[src/rtl/seg_xlate_pkg.sv]
// Shared types for the segment translation unit.
// Assumes a 64-bit descriptor split into two 32-bit memory words.
package seg_xlate_pkg;
    localparam int WORD_W  = 32;
    localparam int LIM_W   = 20;
    localparam int ENT_SH  = 3;   // 8 bytes per descriptor

    typedef enum logic [1:0] {
        ACC_READ  = 2'd0,
        ACC_WRITE = 2'd1,
        ACC_EXEC  = 2'd2,
        ACC_RSVD  = 2'd3
    } acc_e;

    typedef enum logic [1:0] {
        FLT_NONE    = 2'd0,
        FLT_RANGE   = 2'd1,
        FLT_INVALID = 2'd2,
        FLT_ACCESS  = 2'd3
    } flt_e;

    typedef struct packed {
        logic [WORD_W-1:0] base;
        logic [7:0]        rsvd;
        logic              ex;
        logic              wr;
        logic              rd;
        logic              vld;
        logic [LIM_W-1:0]  limit;
    } desc_t;
endpackage

[src/rtl/seg_desc_fetch.sv]
// Reads one 64-bit descriptor as two 32-bit words, low word first.
// Assumes one outstanding read; the memory answers with a one-cycle rvalid.
module seg_desc_fetch
    import seg_xlate_pkg::*;
#(
    parameter int ADDR_W = 32,
    parameter int SEG_W  = 8
) (
    input  logic              clk,
    input  logic              rst_n,
    input  logic              start_i,
    input  logic [ADDR_W-1:0] tbl_base_i,
    input  logic [SEG_W-1:0]  seg_i,
    output logic              mem_rd_o,
    output logic [ADDR_W-1:0] mem_addr_o,
    input  logic              mem_rvalid_i,
    input  logic [WORD_W-1:0] mem_rdata_i,
    output logic [WORD_W-1:0] word0_o,
    output logic [WORD_W-1:0] word1_o,
    output logic              done_o
);
    typedef enum logic [1:0] {F_IDLE, F_LO, F_HI} fst_e;
    localparam logic [ADDR_W-1:0] WORD_STEP = ADDR_W'(WORD_W / 8);

    fst_e              state;
    logic [ADDR_W-1:0] addr_q;

    // Sequence the two reads and capture each returned word.
    always_ff @(posedge clk) begin
        if (!rst_n) begin
            state   <= F_IDLE;
            addr_q  <= '0;
            word0_o <= '0;
            word1_o <= '0;
            done_o  <= 1'b0;
        end else begin
            done_o <= 1'b0;
            case (state)
                F_IDLE: if (start_i) begin
                    addr_q <= tbl_base_i + (ADDR_W'(seg_i) << ENT_SH);
                    state  <= F_LO;
                end
                F_LO: if (mem_rvalid_i) begin
                    word0_o <= mem_rdata_i;
                    addr_q  <= addr_q + WORD_STEP;
                    state   <= F_HI;
                end
                F_HI: if (mem_rvalid_i) begin
                    word1_o <= mem_rdata_i;
                    done_o  <= 1'b1;
                    state   <= F_IDLE;
                end
                default: state <= F_IDLE;
            endcase
        end
    end

    assign mem_rd_o   = (state != F_IDLE);
    assign mem_addr_o = addr_q;

    // a pending read keeps its request and address.
    p_hold_read_r10: assert property (@(posedge clk) disable iff (!rst_n)
        (mem_rd_o && !mem_rvalid_i) |=> (mem_rd_o && $stable(mem_addr_o)));

    // the second read is one word above the first.
    p_second_word_r3: assert property (@(posedge clk) disable iff (!rst_n)
        (state == F_LO && mem_rvalid_i) |=> (mem_addr_o == $past(mem_addr_o) + WORD_STEP));
endmodule

[src/rtl/seg_desc_check.sv]
// Evaluates a fetched descriptor against offset and access kind.
// Pure logic; the segment range check is done earlier by the caller.
module seg_desc_check
    import seg_xlate_pkg::*;
#(
    parameter int ADDR_W = 32,
    parameter int OFF_W  = 20
) (
    input  logic [WORD_W-1:0] word0_i,
    input  logic [WORD_W-1:0] word1_i,
    input  logic [OFF_W-1:0]  off_i,
    input  logic [1:0]        acc_i,
    output logic [1:0]        fault_o,
    output logic [ADDR_W-1:0] pa_o
);
    desc_t d;
    logic  perm_ok;
    logic  in_bounds;

    assign d = {word0_i, word1_i};

    // Pick the permission bit that the access kind needs.
    always_comb begin
        case (acc_i)
            ACC_READ:  perm_ok = d.rd;
            ACC_WRITE: perm_ok = d.wr;
            ACC_EXEC:  perm_ok = d.ex;
            default:   perm_ok = 1'b0;
        endcase
    end

    assign in_bounds = (32'(off_i) < 32'(d.limit));

    // Report the first failing check in priority order.
    always_comb begin
        if (!d.vld)                       fault_o = FLT_INVALID;
        else if (!in_bounds || !perm_ok)  fault_o = FLT_ACCESS;
        else                              fault_o = FLT_NONE;
    end

    assign pa_o = ADDR_W'(d.base) + ADDR_W'(off_i);
endmodule

[src/rtl/seg_xlate.sv]
// Segment translation top: takes a request, checks the segment number against
// the table length, fetches the descriptor and reports fault code and address.
// Assumes table base and length stay stable while a request is in flight.
module seg_xlate
    import seg_xlate_pkg::*;
#(
    parameter int ADDR_W = 32,
    parameter int SEG_W  = 8,
    parameter int OFF_W  = 20
) (
    input  logic              clk,
    input  logic              rst_n,
    input  logic [ADDR_W-1:0] tbl_base_i,
    input  logic [SEG_W:0]    tbl_len_i,
    input  logic              req_valid_i,
    output logic              req_ready_o,
    input  logic [SEG_W-1:0]  req_seg_i,
    input  logic [OFF_W-1:0]  req_off_i,
    input  logic [1:0]        req_acc_i,
    output logic              mem_rd_o,
    output logic [ADDR_W-1:0] mem_addr_o,
    input  logic              mem_rvalid_i,
    input  logic [31:0]       mem_rdata_i,
    output logic              done_o,
    output logic [1:0]        fault_o,
    output logic [ADDR_W-1:0] pa_o
);
    typedef enum logic [1:0] {T_IDLE, T_FETCH, T_DONE} tst_e;

    tst_e              state;
    logic [OFF_W-1:0]  off_q;
    logic [1:0]        acc_q;
    logic              accept;
    logic              in_range;
    logic              fetch_done;
    logic [WORD_W-1:0] w0, w1;
    logic [1:0]        chk_fault;
    logic [ADDR_W-1:0] chk_pa;

    assign req_ready_o = (state == T_IDLE);
    assign accept      = req_valid_i && req_ready_o;
    assign in_range    = ({1'b0, req_seg_i} < tbl_len_i);

    seg_desc_fetch #(.ADDR_W(ADDR_W), .SEG_W(SEG_W)) u_fetch (
        .clk          (clk),
        .rst_n        (rst_n),
        .start_i      (accept && in_range),
        .tbl_base_i   (tbl_base_i),
        .seg_i        (req_seg_i),
        .mem_rd_o     (mem_rd_o),
        .mem_addr_o   (mem_addr_o),
        .mem_rvalid_i (mem_rvalid_i),
        .mem_rdata_i  (mem_rdata_i),
        .word0_o      (w0),
        .word1_o      (w1),
        .done_o       (fetch_done)
    );

    seg_desc_check #(.ADDR_W(ADDR_W), .OFF_W(OFF_W)) u_check (
        .word0_i (w0),
        .word1_i (w1),
        .off_i   (off_q),
        .acc_i   (acc_q),
        .fault_o (chk_fault),
        .pa_o    (chk_pa)
    );

    // Control flow plus latching of request fields and the result.
    always_ff @(posedge clk) begin
        if (!rst_n) begin
            state   <= T_IDLE;
            off_q   <= '0;
            acc_q   <= '0;
            done_o  <= 1'b0;
            fault_o <= FLT_NONE;
            pa_o    <= '0;
        end else begin
            done_o <= 1'b0;
            case (state)
                T_IDLE: if (accept) begin
                    off_q <= req_off_i;
                    acc_q <= req_acc_i;
                    if (in_range) begin
                        state <= T_FETCH;
                    end else begin
                        fault_o <= FLT_RANGE;
                        pa_o    <= '0;
                        done_o  <= 1'b1;
                        state   <= T_DONE;
                    end
                end
                T_FETCH: if (fetch_done) begin
                    fault_o <= chk_fault;
                    pa_o    <= (chk_fault == FLT_NONE) ? chk_pa : '0;
                    done_o  <= 1'b1;
                    state   <= T_DONE;
                end
                default: state <= T_IDLE;
            endcase
        end
    end

    // out-of-range request completes next cycle without memory traffic.
    p_range_fast_r2: assert property (@(posedge clk) disable iff (!rst_n)
        (accept && !in_range) |=> (done_o && fault_o == FLT_RANGE && !mem_rd_o));

    // completion is a single-cycle pulse.
    p_done_pulse_r9: assert property (@(posedge clk) disable iff (!rst_n)
        done_o |=> !done_o);

    // no new request is taken while memory is being read.
    p_busy_r9: assert property (@(posedge clk) disable iff (!rst_n)
        mem_rd_o |-> !req_ready_o);

    // a faulting result carries no address.
    p_fault_pa_r8: assert property (@(posedge clk) disable iff (!rst_n)
        (done_o && fault_o != FLT_NONE) |-> (pa_o == '0));

    // a passing descriptor check implies the offset is inside the limit.
    p_in_bounds_r5: assert property (@(posedge clk) disable iff (!rst_n)
        (fetch_done && chk_fault == FLT_NONE) |-> (32'(off_q) < 32'(w1[LIM_W-1:0])));
endmodule

[config.mk]
export PLATFORM = sky130hd
export DESIGN_NAME = seg_xlate
export DESIGN_NICKNAME = d
export VERILOG_FILES = /design/src/rtl/seg_xlate_pkg.sv /design/src/rtl/seg_desc_fetch.sv /design/src/rtl/seg_desc_check.sv /design/src/rtl/seg_xlate.sv
export SDC_FILE = /design/constraint.sdc
export NUM_CORES = 1
export LEC_CHECK = 0
export ABC_CLOCK_PERIOD_IN_PS = 2800
export CORE_AREA = 2 2 202 204
export DETAILED_ROUTE_END_ITERATION = 8
export DIE_AREA = 0 0 204 206
export GPL_ROUTABILITY_DRIVEN = 0
export REMOVE_ABC_BUFFERS = 1
export SLEW_MARGIN = 40
export SYNTH_ARGS = -nofsm -noshare
export SYNTH_HDL_FRONTEND = slang
export SYNTH_HIERARCHICAL = 1
export SYNTH_SLANG_ARGS = --single-unit
export TNS_END_PERCENT = 20
[constraint.sdc]
create_clock -name clk -period 2.8 [get_ports clk]
set_input_delay 0.7 -clock clk [delete_from_list [all_inputs] [get_ports clk]]
set_output_delay 0.7 -clock clk [all_outputs]
set_load 0.005 [all_outputs]
==> flow_summary.json, run 1 <==
{
  "wirelength_um": 31000,
  "final_common_cell": "nand2_1",
  "layout_common_cells": "nand2_1, clkdlybuf4s50_1, dfxtp_1",
  "placementRows": 74,
  "status": "finished clean",
  "setup_viol": 0,
  "fin_worst_skew_ns": 0.0152,
  "synth_area_um2": 9180,
  "fin_util": 0.315,
  "tns_ns": 0,
  "crit_type": "in2reg",
  "clk_pin_slew_ns": 0.06,
  "syn_avg_cell_area_um2": 7.80,
  "hold_slack_ns": 0.454,
  "fin_cells": 1916,
  "wl_per_cell_um": 16.2,
  "max_freq_ghz": 0.367,
  "grt_usage": 0.145,
  "timing.critical_path.required_ns": 3.12,
  "grt_pass1_wl_um": 47700,
  "worst_pin_slew_ns": 0.598,
  "synthCells": 1176,
  "finalHoldViolations": 0,
  "floorplan.io_pins": 176,
  "diodes": 0,
  "max_slew_margin": 0.601,
  "min_period_ns": 2.72,
  "cts_max_level": 4,
  "dr.pass1.iters": 5,
  "vdd_drop_max_uv": 316,
  "rsz0062_at_grt": "false",
  "finish.net_count": 1535,
  "design.core.area_um2": 40200,
  "antenna_found_initial": 0,
  "layout-drive-gt1-share": 0.113,
  "cts_buffer_depth": 2,
  "drt_iter0_markers": 709,
  "stdcell_area_um2": 12700,
  "path_max_fanout": 3,
  "maxCapViolCount": 0,
  "start_util": 0.228,
  "place_inst": 1881,
  "antenna_left": 0,
  "crit_arrival_ns": 3.04,
  "dp_hpwl_um": 23400,
  "cts_made_buffers": 17,
  "yosys_warnings": 6,
  "clockRootBuffer": "clkbuf_16",
  "dieArea_um2": 42000,
  "vias": 9182,
  "ctsHoldBuffers": 0,
  "end_kind": "flop",
  "areaGrowthSynthToFinish_pct": 38.0,
  "power_density_nw_per_um2": 494,
  "grt_max_degree": 65,
  "cts_num_sinks": 150,
  "grt_pass1_vias": 8937,
  "die-width_um": 204,
  "grt_overflow": 0,
  "avgViaCountPerCell": 4.79,
  "die_y_um": 206,
  "min_path_type": "reg2reg",
  "cts_tree": "done",
  "clk_latency_ns": 0.43,
  "io_buffers": 175,
  "remaining_drc_errors": 0,
  "cp-start-kind": "input port",
  "fin_crit_sh": 0.973,
  "drv_slew": 0,
  "p_leak_uw": 0.00465,
  "postPlaceCellArea_um2": 11800
}
==> per-layer routing <==
| metal | track usage | vias to the layer above | share of wire |
|---|---|---|---|
| li1 | - | 4560 | - |
| met1 | 0.180 | 4286 | 0.44 |
| met2 | 0.254 | 294 | 0.48 |
| met3 | 0.0235 | 42 | 0.055 |
| met4 | 0.0492 | 0 | 0.020 |
| met5 | 0 | - | 0 |
==> registers in the layout, summed over array words and instances (netlist names) <==
name,flops
fault_o,2
u_fetch/word1_o,24
state,2
pa_o,32
u_fetch/word0_o,32
acc_q,2
off_q,20
done_o,1
u_fetch/done_o,1
u_fetch/state,2
u_fetch/mem_addr_o,32
==> repair_timing <==
action,4_1_cts,5_1_grt
hold endpoints to repair,0,0
resized for setup,16,23
setup buffers,1,2
pin swaps,4,4
endpoints found under the setup margin,31,59
==> report_power, final <==
group | switching [µW] | internal, µW
combinational | 678 | 671
sequential | 146 | 2250
clock | 1010 | 1490
==> per-stage QoR <==
step | total power [µW] | setup WS, ns
global placement | 3730 | -0.778
CTS | 6290 | 0.00332
detailed placement | 3750 | -0.786
global route | 6560 | 0.00450
floorplan | 3030 | -0.562
finish | 6250 | 0.0768
==> worst max-delay path, stage by stage <==
cell and delay (ns):
clkdlybuf4s50_1 0.48, inv_2 0.07, ha_4 0.25, and4b_1 0.18
a211oi_2 0.21, buf_4 0.16, mux2i_4 0.07, or2_4 0.26
and3_4 0.18, or3_1 0.30, mux2i_1 0.14, nor2_1 0.05
==> final timing paths <==
| kind | start | endpoint | slack (ns) | cells past startpoint |
|---|---|---|---|---|
| setup / recovery | tbl_len_i[7] | u_fetch/mem_addr_o[30] | 0.08 | 12 |
| hold / removal | pa_o[8] | pa_o[8] | 0.45 | 2 |
| setup reg to reg | u_fetch/word0_o[0] | pa_o[30] | 0.10 | 10 |
| hold reg to reg | pa_o[8] | pa_o[8] | 0.45 | 2 |
==> cell type report <==
cell class | instances | area, µm²
clock buffer | 20 | 467
tap | 532 | 666
fill | 4280 | 27500
sequential | 150 | 3000
clock inverter | 12 | 165
inverter | 35 | 131
multi-input combinational | 921 | 5890
timing repair buffer | 246 | 2340
Power figures use the tool's default switching activity.
==> run 2: changes to the inputs <==
- CTS_CLUSTER_DIAMETER: default -> 30
==> results of run 2 <==
Final layout, timing and power as in run 1 (identical DEF).
